### config.mk
export PLATFORM = sky130hd
export DESIGN_NAME = ccp_channel
export DESIGN_NICKNAME = d
export VERILOG_FILES = /design/src/rtl/ccp_pkg.sv /design/src/rtl/ccp_sync_edge.sv /design/src/rtl/ccp_cap_pre.sv /design/src/rtl/ccp_pwm.sv /design/src/rtl/ccp_channel.sv
export SDC_FILE = /design/constraint.sdc
export NUM_CORES = 1
export LEC_CHECK = 0
export ABC_AREA = 1
export BUFFER_PORTS_ARGS = -buffer_cell sky130_fd_sc_hd__buf_2
export CORE_ASPECT_RATIO = 0.9
export CORE_MARGIN = 2
export CORE_UTILIZATION = 49
export CTS_CLUSTER_SIZE = 28
export DETAILED_ROUTE_END_ITERATION = 8
export GPL_TIMING_DRIVEN = 0
export MAX_ROUTING_LAYER = met4
export PLACE_DENSITY_LB_ADDON = 0.12
export SYNTH_ARGS = -nofsm -noshare
export SYNTH_HDL_FRONTEND = slang
export SYNTH_HIERARCHICAL = 1
export SYNTH_SLANG_ARGS = --single-unit
### constraint.sdc
create_clock -name clk_i -period 1.95 [get_ports clk_i]
set_input_delay 0.39 -clock clk_i [delete_from_list [all_inputs] [get_ports clk_i]]
set_output_delay 0.39 -clock clk_i [all_outputs]
set_load 0.05 [all_outputs]
### src/rtl/ccp_pkg.sv
package ccp_pkg;
  typedef enum logic [1:0] {ROLE_OFF, ROLE_CAP, ROLE_CMP, ROLE_PWM} role_e;
  // order matches mode bits [1:0] of the capture codes
  typedef enum logic [1:0] {CAP_FALL, CAP_RISE, CAP_DIV_A, CAP_DIV_B} cap_sel_e;
  typedef enum logic [1:0] {ACT_TOGGLE, ACT_SET, ACT_CLR, ACT_NONE} cmp_act_e;

  typedef struct packed {
    role_e    role;
    cap_sel_e cap;
    cmp_act_e act;
    logic     entry_lvl;
    logic     evt;
  } mode_dec_t;

  function automatic mode_dec_t decode_mode(input logic [3:0] m);
    mode_dec_t d;
    d = '0;
    d.act = ACT_NONE;
    casez (m)
      4'b0010: begin d.role = ROLE_CMP; d.act = ACT_TOGGLE; end
      4'b01??: begin d.role = ROLE_CAP; d.cap = cap_sel_e'(m[1:0]); end
      4'b1000: begin d.role = ROLE_CMP; d.act = ACT_SET; end
      4'b1001: begin d.role = ROLE_CMP; d.act = ACT_CLR; d.entry_lvl = 1'b1; end
      4'b1010: begin d.role = ROLE_CMP; end
      4'b1011: begin d.role = ROLE_CMP; d.evt = 1'b1; end
      4'b11??: d.role = ROLE_PWM;
      default: d.role = ROLE_OFF;
    endcase
    return d;
  endfunction
endpackage

### src/rtl/ccp_sync_edge.sv
module ccp_sync_edge #(
  parameter int STAGES = 2
) (
  input  logic clk_i,
  input  logic rst_ni,
  input  logic d_i,
  output logic rise_o,
  output logic fall_o
);
  // STAGES synchronizer flops plus one history flop
  logic [STAGES:0] sh_q;

  always_ff @(posedge clk_i or negedge rst_ni) begin
    if (!rst_ni) sh_q <= '0;
    else         sh_q <= {sh_q[STAGES-1:0], d_i};
  end

  assign rise_o =  sh_q[STAGES-1] & ~sh_q[STAGES];
  assign fall_o = ~sh_q[STAGES-1] &  sh_q[STAGES];
endmodule

### src/rtl/ccp_cap_pre.sv
module ccp_cap_pre
  import ccp_pkg::*;
#(
  parameter int DIV_A = 4,
  parameter int DIV_B = 16
) (
  input  logic     clk_i,
  input  logic     rst_ni,
  input  logic     en_i,
  input  logic     clr_i,
  input  cap_sel_e sel_i,
  input  logic     rise_i,
  input  logic     fall_i,
  output logic     fire_o
);
  localparam int DIV_MAX = (DIV_A > DIV_B) ? DIV_A : DIV_B;
  localparam int CW      = (DIV_MAX > 2) ? $clog2(DIV_MAX) : 1;

  logic [CW-1:0] cnt_q, lim;
  logic          div_sel;

  always_comb begin
    lim     = (sel_i == CAP_DIV_A) ? CW'(DIV_A - 1) : CW'(DIV_B - 1);
    div_sel = (sel_i == CAP_DIV_A) || (sel_i == CAP_DIV_B);
    unique case (sel_i)
      CAP_FALL: fire_o = en_i & fall_i;
      CAP_RISE: fire_o = en_i & rise_i;
      default:  fire_o = en_i & rise_i & (cnt_q == lim);
    endcase
  end

  always_ff @(posedge clk_i or negedge rst_ni) begin
    if (!rst_ni)                  cnt_q <= '0;
    else if (clr_i || !en_i)      cnt_q <= '0;
    else if (div_sel && rise_i)   cnt_q <= (cnt_q == lim) ? '0 : cnt_q + 1'b1;
  end
endmodule

### src/rtl/ccp_pwm.sv
module ccp_pwm #(
  parameter int DW = 10
) (
  input  logic          clk_i,
  input  logic          rst_ni,
  input  logic          en_i,
  input  logic          wrap_i,
  input  logic [DW-1:0] duty_i,
  output logic          pwm_o
);
  logic [DW-1:0] cnt_q, duty_q, cnt_nx;
  logic          out_q;

  assign cnt_nx = cnt_q + DW'(1);

  always_ff @(posedge clk_i or negedge rst_ni) begin
    if (!rst_ni) begin
      cnt_q  <= '0;
      duty_q <= '0;
      out_q  <= 1'b0;
    end else if (!en_i) begin
      cnt_q  <= '0;
      duty_q <= '0;
      out_q  <= 1'b0;
    end else if (wrap_i) begin
      cnt_q  <= '0;
      duty_q <= duty_i;           // duty double-buffered to period boundary
      out_q  <= (duty_i != '0);
    end else begin
      if (cnt_q != '1) cnt_q <= cnt_nx;
      if (cnt_nx == duty_q) out_q <= 1'b0;
    end
  end

  assign pwm_o = out_q;
endmodule

### src/rtl/ccp_channel.sv
module ccp_channel
  import ccp_pkg::*;
#(
  parameter int TMR_W       = 16,
  parameter int CTRL_W      = 8,
  parameter int DUTY_LO_W   = 2,
  parameter int SYNC_STAGES = 2,
  parameter int CAP_DIV_A   = 4,
  parameter int CAP_DIV_B   = 16
) (
  input  logic              clk_i,
  input  logic              rst_ni,
  input  logic [TMR_W-1:0]  tmr_i,
  input  logic              tmr_wrap_i,
  input  logic              pin_i,
  input  logic              ctrl_we_i,
  input  logic [CTRL_W-1:0] ctrl_wdata_i,
  input  logic              data_we_i,
  input  logic [TMR_W-1:0]  data_wdata_i,
  input  logic              flag_clr_i,
  output logic [CTRL_W-1:0] ctrl_o,
  output logic [TMR_W-1:0]  data_o,
  output logic              pin_o,
  output logic              flag_o,
  output logic              event_o
);
  localparam int MODE_W    = 4;
  localparam int DUTY_HI_W = 8;
  localparam int DUTY_W    = DUTY_HI_W + DUTY_LO_W;

  logic [MODE_W-1:0]    mode_q;
  logic [DUTY_LO_W-1:0] dlo_q;
  logic [TMR_W-1:0]     data_q;
  logic                 pin_q, flag_q, evt_q, match_q;
  mode_dec_t            dec, new_dec;
  logic                 mode_chg, match_raw, hit;
  logic                 rise, fall, cap_fire, pwm_out;

  assign dec       = decode_mode(mode_q);
  assign new_dec   = decode_mode(ctrl_wdata_i[MODE_W-1:0]);
  assign mode_chg  = ctrl_we_i && (ctrl_wdata_i[MODE_W-1:0] != mode_q);
  assign match_raw = (dec.role == ROLE_CMP) && (tmr_i == data_q);
  assign hit       = match_raw && !match_q;

  ccp_sync_edge #(.STAGES(SYNC_STAGES)) i_sync (
    .clk_i (clk_i),
    .rst_ni(rst_ni),
    .d_i   (pin_i),
    .rise_o(rise),
    .fall_o(fall)
  );

  ccp_cap_pre #(.DIV_A(CAP_DIV_A), .DIV_B(CAP_DIV_B)) i_pre (
    .clk_i (clk_i),
    .rst_ni(rst_ni),
    .en_i  (dec.role == ROLE_CAP),
    .clr_i (mode_chg),
    .sel_i (dec.cap),
    .rise_i(rise),
    .fall_i(fall),
    .fire_o(cap_fire)
  );

  ccp_pwm #(.DW(DUTY_W)) i_pwm (
    .clk_i (clk_i),
    .rst_ni(rst_ni),
    .en_i  (dec.role == ROLE_PWM),
    .wrap_i(tmr_wrap_i),
    .duty_i({data_q[DUTY_HI_W-1:0], dlo_q}),
    .pwm_o (pwm_out)
  );

  always_ff @(posedge clk_i or negedge rst_ni) begin
    if (!rst_ni) begin
      mode_q  <= '0;
      dlo_q   <= '0;
      data_q  <= '0;
      pin_q   <= 1'b0;
      flag_q  <= 1'b0;
      evt_q   <= 1'b0;
      match_q <= 1'b0;
    end else begin
      if (ctrl_we_i) begin
        mode_q <= ctrl_wdata_i[MODE_W-1:0];
        dlo_q  <= ctrl_wdata_i[MODE_W +: DUTY_LO_W];
      end
      // capture has priority over a software write
      if (cap_fire)       data_q <= tmr_i;
      else if (data_we_i) data_q <= data_wdata_i;

      if (mode_chg) pin_q <= new_dec.entry_lvl;
      else if (hit) begin
        unique case (dec.act)
          ACT_TOGGLE: pin_q <= ~pin_q;
          ACT_SET:    pin_q <= 1'b1;
          ACT_CLR:    pin_q <= 1'b0;
          default:    pin_q <= pin_q;
        endcase
      end

      match_q <= match_raw;
      evt_q   <= hit && dec.evt;

      if (hit || cap_fire) flag_q <= 1'b1;
      else if (flag_clr_i) flag_q <= 1'b0;
    end
  end

  always_comb begin
    unique case (dec.role)
      ROLE_CMP: pin_o = pin_q;
      ROLE_PWM: pin_o = pwm_out;
      default:  pin_o = 1'b0;
    endcase
  end

  assign ctrl_o  = CTRL_W'({dlo_q, mode_q});
  assign data_o  = data_q;
  assign flag_o  = flag_q;
  assign event_o = evt_q;
endmodule

---- Word level (Yosys, flattened, before mapping) ----
Index checks and enable logic that the tools add are counted.
cells by class
  $add $sub $neg .......................... 2
  equal/unequal tests ..................... 24
  mux-type cells .......................... 26
  bitwise operators ....................... 8
  reductions and logical operators ........ 20
operators with widths
  operator                                        count
  two-way mux 10 bit                              5
  two-way mux 16 bit                              2
  == test 4 bit (second input constant)           5
  == test 16 bit                                  1
  two-way mux 4 bit                               4
  == test 2 bit (second input constant)           6
  one-hot mux 2 bit (3 select lines)              2
  adder 10 x 1 -> 10 bit (second input constant)  1
  == test 10 bit                                  1
  != test 10 bit (second input constant)          1
  nonzero test 10 bit                             1
  two-way mux 1 bit                               9
  == test 2 x 1 -> 1 bit (second input constant)  4
  nonzero test 2 bit                              4
  != test 3 bit (second input constant)           2
  AND 1 bit                                       5
  logical AND 1 bit                               5
  OR reduction 5 bit                              1
  adder 4 x 1 -> 4 bit (second input constant)    1
  == test 4 x 2 -> 1 bit (second input constant)  1
  == test 4 bit                                   1
  zero test 2 bit                                 2
  != test 4 bit                                   1
  one-hot mux 1 bit (2 select lines)              2
  other kinds (8)                                 13
word-level totals
  flip-flop bits (word level) ............. 54
  logic and storage cells ................. 92

---- Depth between registers and ports, before layout ----
  depth after elaboration ................. 9
  depth in mapped cells ................... 12

---- By module ----
Netlist, hierarchy kept.
by module, submodules not included
  module         instances  cells an instance  area each (µm²)
  ccp_channel    1          248                1739.2
  ccp_pwm        1          164                1182.4
  ccp_cap_pre    1          40                 297.8
  ccp_sync_edge  1          7                  90.1

---- Worst setup path after synthesis ----
No wires, ideal clock.
  path type ............................... flip-flop to flip-flop
  start point ............................. register mode_q[2]
  end point ............................... register data_q[7] (netlist: data_o[7])
  library setup time ...................... 122 ps
  arrival time ............................ 2385 ps
  required time ........................... 1828 ps
  setup slack ............................. -557 ps
  cell stages (with the launch flop) ...... 11
  clock period less this slack ............ 2507 ps
  cell sequence ........................... dfrtp_1 inv_1 nor3_1 nand3_1 nand2_1 nand3_1 a21boi_1 clkbuf_1 inv_1 o22ai_1 nor2_1
RTL lines
  element                   line               text
  start: declaration        ccp_channel.sv:31  logic [MODE_W-1:0] mode_q;
  start signal: assignment  ccp_channel.sv:84  mode_q <= ctrl_wdata_i[MODE_W-1:0];
  end signal: assignment    ccp_channel.sv:88  if (cap_fire) data_q <= tmr_i;
  end signal: assignment    ccp_channel.sv:89  else if (data_we_i) data_q <= data_wdata_i;
  end: declaration          ccp_channel.sv:33  logic [TMR_W-1:0] data_q;

---- Worst setup path in the final report ----
  start point ............................. register mode_q[3]
  end point ............................... output pin_o
between the ends
  cells in the longest elaborated chain, start to end .. 5
  elaborated cells between the ends (all ways) .. 12
  those cells by class .................... 9 x eq/ne; 2 x mux; 1 x reduce/logical
RTL lines
  element                                                         line                text
  == test 4 bit / == test 4 x 2 -> 1 bit (equally long branches)  ccp_pkg.sv:19       casez (m)
  OR reduction 5 bit (no line)                                    n/a
  one-hot mux 2 bit (3 select lines) *                            ccp_pkg.sv:19
  == test 2 bit                                                   ccp_channel.sv:110  unique case (dec.role)
  one-hot mux 1 bit (2 select lines) *                            ccp_channel.sv:110
  end: declaration                                                ccp_channel.sv:23   output logic pin_o,
Mark *: on every way between the ends. The rest lies on a longest branch, timed or not.

==> results.sh <==
export IMPL_cts_buffer_depth=2
export IMPL_fin_skew_ns=0.00926
export IMPL_slew_headroom=0.659
export IMPL_setup_tns_ns=0
export IMPL_postRouteAntennaNets=0
export IMPL_die_y_um=82.0
export IMPL_tritoncts="yes"
export IMPL_path_max_fanout=6
export IMPL_first_global_vias=3098
export IMPL_max_cap_violations=0
export IMPL_dp_hpwl_um=6120
export IMPL_wirelength_um=8320
export IMPL_dr_pass1_iters=4
export IMPL_worst_slew_pin_slew_ns=0.511
export IMPL_cts_root_buf="clkbuf_8"
export IMPL_yosysWarnings=6
export IMPL_peakVddDrop_uv=620
export IMPL_globalRouteOverflowTotal=0
export IMPL_vias=3226
export IMPL_synthArstFlopShare=1.00
export IMPL_die_area_mm2=0.00743
export IMPL_ys_flop_type="dfrtp_1"
export IMPL_nets=596
export IMPL_hold_violations=0
export IMPL_grt_start_max_net_pins=55
export IMPL_synth_edf_count=0
export IMPL_cp_startpoint="mode_q[3]"
export IMPL_final_core_util=0.629
export IMPL_htreeDepth=2
export IMPL_design_area_mm2=0.00412
export IMPL_r2r_end="data_o[10]"
export IMPL_antenna_found_initial=0
export IMPL_grt_pass1_wl_um=13800
export IMPL_required_ns=1.56
export IMPL_reg2reg_depth=10
export IMPL_fillers=607
export IMPL_fin_crit_sh=0.970
export IMPL_endpoint="pin_o"
export IMPL_diodes=0
export IMPL_fin_crit_ns=1.89
export IMPL_synth_cell_type_count=37
export IMPL_status="finished, final reports clean"
export IMPL_synth_area_leaders="dfrtp_1, nand2_1, inv_1"
export IMPL_start_util=0.505
export IMPL_routed_via_density=5.06
export IMPL_synthCells=459
export IMPL_worst_slack_ns=0.0580
export IMPL_end_kind="output pin"
export IMPL_path_class="reg2out"
export IMPL_synth_area_per_cell_um2=7.21
export IMPL_hp_class="in2async"
export IMPL_fin_total_pwr_mw=2.92
export IMPL_pre_cts_slack_ns=-0.127
export IMPL_fmax_mhz=529
export IMPL_insertion_delay_ns=0.31
export IMPL_synth_top_area_frac=0.408
export IMPL_place_area_mm2=0.00380
export IMPL_setup_violations=0
export IMPL_drt_iter0_drc=164
export IMPL_syn_cell_area_mm2=0.00331
export IMPL_slew_viol_final=0
export IMPL_cts_inserted_buffers=5
export IMPL_ys_seq_elements=54
export IMPL_gp_congestion=0.871
export IMPL_grt_util_all_layers=0.235
export IMPL_fp_dieW_um=90.6
export IMPL_core_area_mm2=0.00655
export IMPL_row_count=28
export IMPL_route_detailed_drc=0
export IMPL_io_pins=74
export IMPL_leakagePower_nw=2.10
export IMPL_cts_reportedPaths_clkPinSlew_ns=0.11
export IMPL_routedWlPerCell_um=13.1
export IMPL_cp_start_kind="register"
export IMPL_cts_sinks=54
export IMPL_drive_above_1_share=0.280
export IMPL_r2r_start="mode_q[2]"
export IMPL_arrival_ns=1.50
export IMPL_r2r_setup_slack_ns=0.07
export IMPL_portBuffers=69
export IMPL_rsz0062_at_grt="yes"
export IMPL_power_density_mw_per_mm2=708
export IMPL_seq_area_frac_synth=0.408
export IMPL_area_growth_pct=24.5
export IMPL_synth_area_leader_cell="dfrtp_1"
[synth_stat cells (2+ instances only)]
| library cell | instances |
|---|---|
| nor2_2 | 2 |
| nand3_1 | 33 |
| nand2_1 | 122 |
| clkinv_1 | 2 |
| inv_2 | 13 |
| o22ai_1 | 5 |
| xnor2_1 | 5 |
| inv_1 | 72 |
| buf_4 | 2 |
| o21ai_0 | 15 |
| ha_1 | 3 |
| nor4_1 | 4 |
| o21ai_2 | 2 |
| nand2_2 | 7 |
| nand4_1 | 6 |
| xor2_1 | 4 |
| a31oi_1 | 3 |
| a21oi_1 | 8 |
| dfrtp_1 | 54 |
| clkbuf_1 | 6 |
| a21oi_2 | 2 |
| a22o_1 | 3 |
| nor3_1 | 20 |
| nor2_1 | 35 |
| nand3_2 | 3 |
| mux2_2 | 2 |
| a221oi_1 | 13 |
| nor2_4 | 4 |
[layout by cell type (no fill, tap or decap), types with 8 or more instances in the layout]
cell type | netlist | routed
buf_2 | 0 | 69
nor2_1 | 35 | 32
nand2_1 | 122 | 121
inv_1 | 72 | 69
buf_4 | 2 | 11
o21ai_0 | 15 | 14
nor3_1 | 20 | 18
a221oi_2 | 0 | 9
nand2_2 | 7 | 8
a21oi_1 | 8 | 8
inv_2 | 13 | 14
nand3_1 | 33 | 33
dfrtp_1 | 54 | 50
[how the worst min path moves through the flow]
stage                   start        endpoint  slack (ns)  cells past startpoint
6_report               rst_ni  i_pwm/cnt_q[7]        0.03                      1
5_1_grt                rst_ni  i_pwm/cnt_q[7]        0.06                      1
4_1_cts                 pin_i  i_sync/sh_q[0]        0.18                      1
3_5_place_dp   i_sync/sh_q[0]  i_sync/sh_q[1]        0.34                      0
3_3_place_gp   i_sync/sh_q[0]  i_sync/sh_q[1]        0.33                      0
2_1_floorplan          rst_ni       data_o[0]        0.09                      0
[power breakdown]
group / leakage (nW) / switching (mW) / internal, mW / total [mW]
sequential: 0.681 / 0.0969 / 1.20 / 1.30
clock: 0.0544 / 0.383 / 0.327 / 0.710
combinational: 1.36 / 0.618 / 0.289 / 0.906
total: 2.10 / 1.10 / 1.82 / 2.92
[per-layer routing]
metal / track usage / vias up / routed length [µm]
li1: - / 1654 / -
met1: 0.296 / 1510 / 3790
met2: 0.416 / 56 / 4250
met3: 0.0275 / 6 / 209
met4: 0.0508 / 0 / 70
met5: - / - / 0
[kinds of logic (layout without fill, tap and decap cells)]
logic type / after synthesis / after routing / synth area share
adders and majority gates: 3 / 3 / 0.0113
DFF: 54 / 54 / 0.408
xor gates and xnor gates: 9 / 9 / 0.0238
and+or+nand+nor: 240 / 240 / 0.328
muxes: 2 / 2 / 0.00680
other: 1 / 2 / 0.00113
buffers and inverters: 96 / 183 / 0.111
AOI/OAI and AO/OA: 54 / 54 / 0.110
[state kept, by name, indices dropped and copies added (netlist names)]
name          flops
pin_q             1
data_o           16
i_pwm/duty_q     10
i_pwm/pwm_o       1
mode_q            4
match_q           1
i_pre/cnt_q       4
i_pwm/cnt_q      10
dlo_q             2
i_sync/sh_q       3
event_o           1
flag_o            1
[final cells by class]
type / instances / area [µm²] / area share
well taps: 90 / 113 / 0.0273
repair buffers: 79 / 439 / 0.107
inverters: 87 / 334 / 0.0811
plain buffers: 9 / 68.8 / 0.0167
multi-input cells: 310 / 1700 / 0.414
clock buffers: 7 / 96.3 / 0.0234
flip-flops and latches: 54 / 1360 / 0.329
clock inverters: 1 / 8.76 / 0.00213
[worst max-delay path, cell delays in order (launching register included)]
cell and delay, ns:
dfrtp_2 0.49, inv_2 0.09, nor2_4 0.14, inv_2 0.06, nand2_2 0.10, a22o_1 0.14, buf_6 0.16
[timing repair]
| item | CTS | global route |
|---|---|---|
| pin swaps | 2 | 6 |
| setup buffers | 5 | 4 |
| hold buffers | 0 | 0 |
| endpoints found under the setup margin | 19 | 23 |
| resized for setup | 8 | 25 |
[per-stage QoR]
| stage | hold slack, ns | instances |
|---|---|---|
| floorplan | 0.0944 | 460 |
| global placement | 0.334 | 619 |
| detailed placement | 0.345 | 619 |
| CTS | 0.177 | 632 |
| global route | 0.0598 | 637 |
| finish | 0.0339 | 637 |
Power figures use the tool's default switching activity.
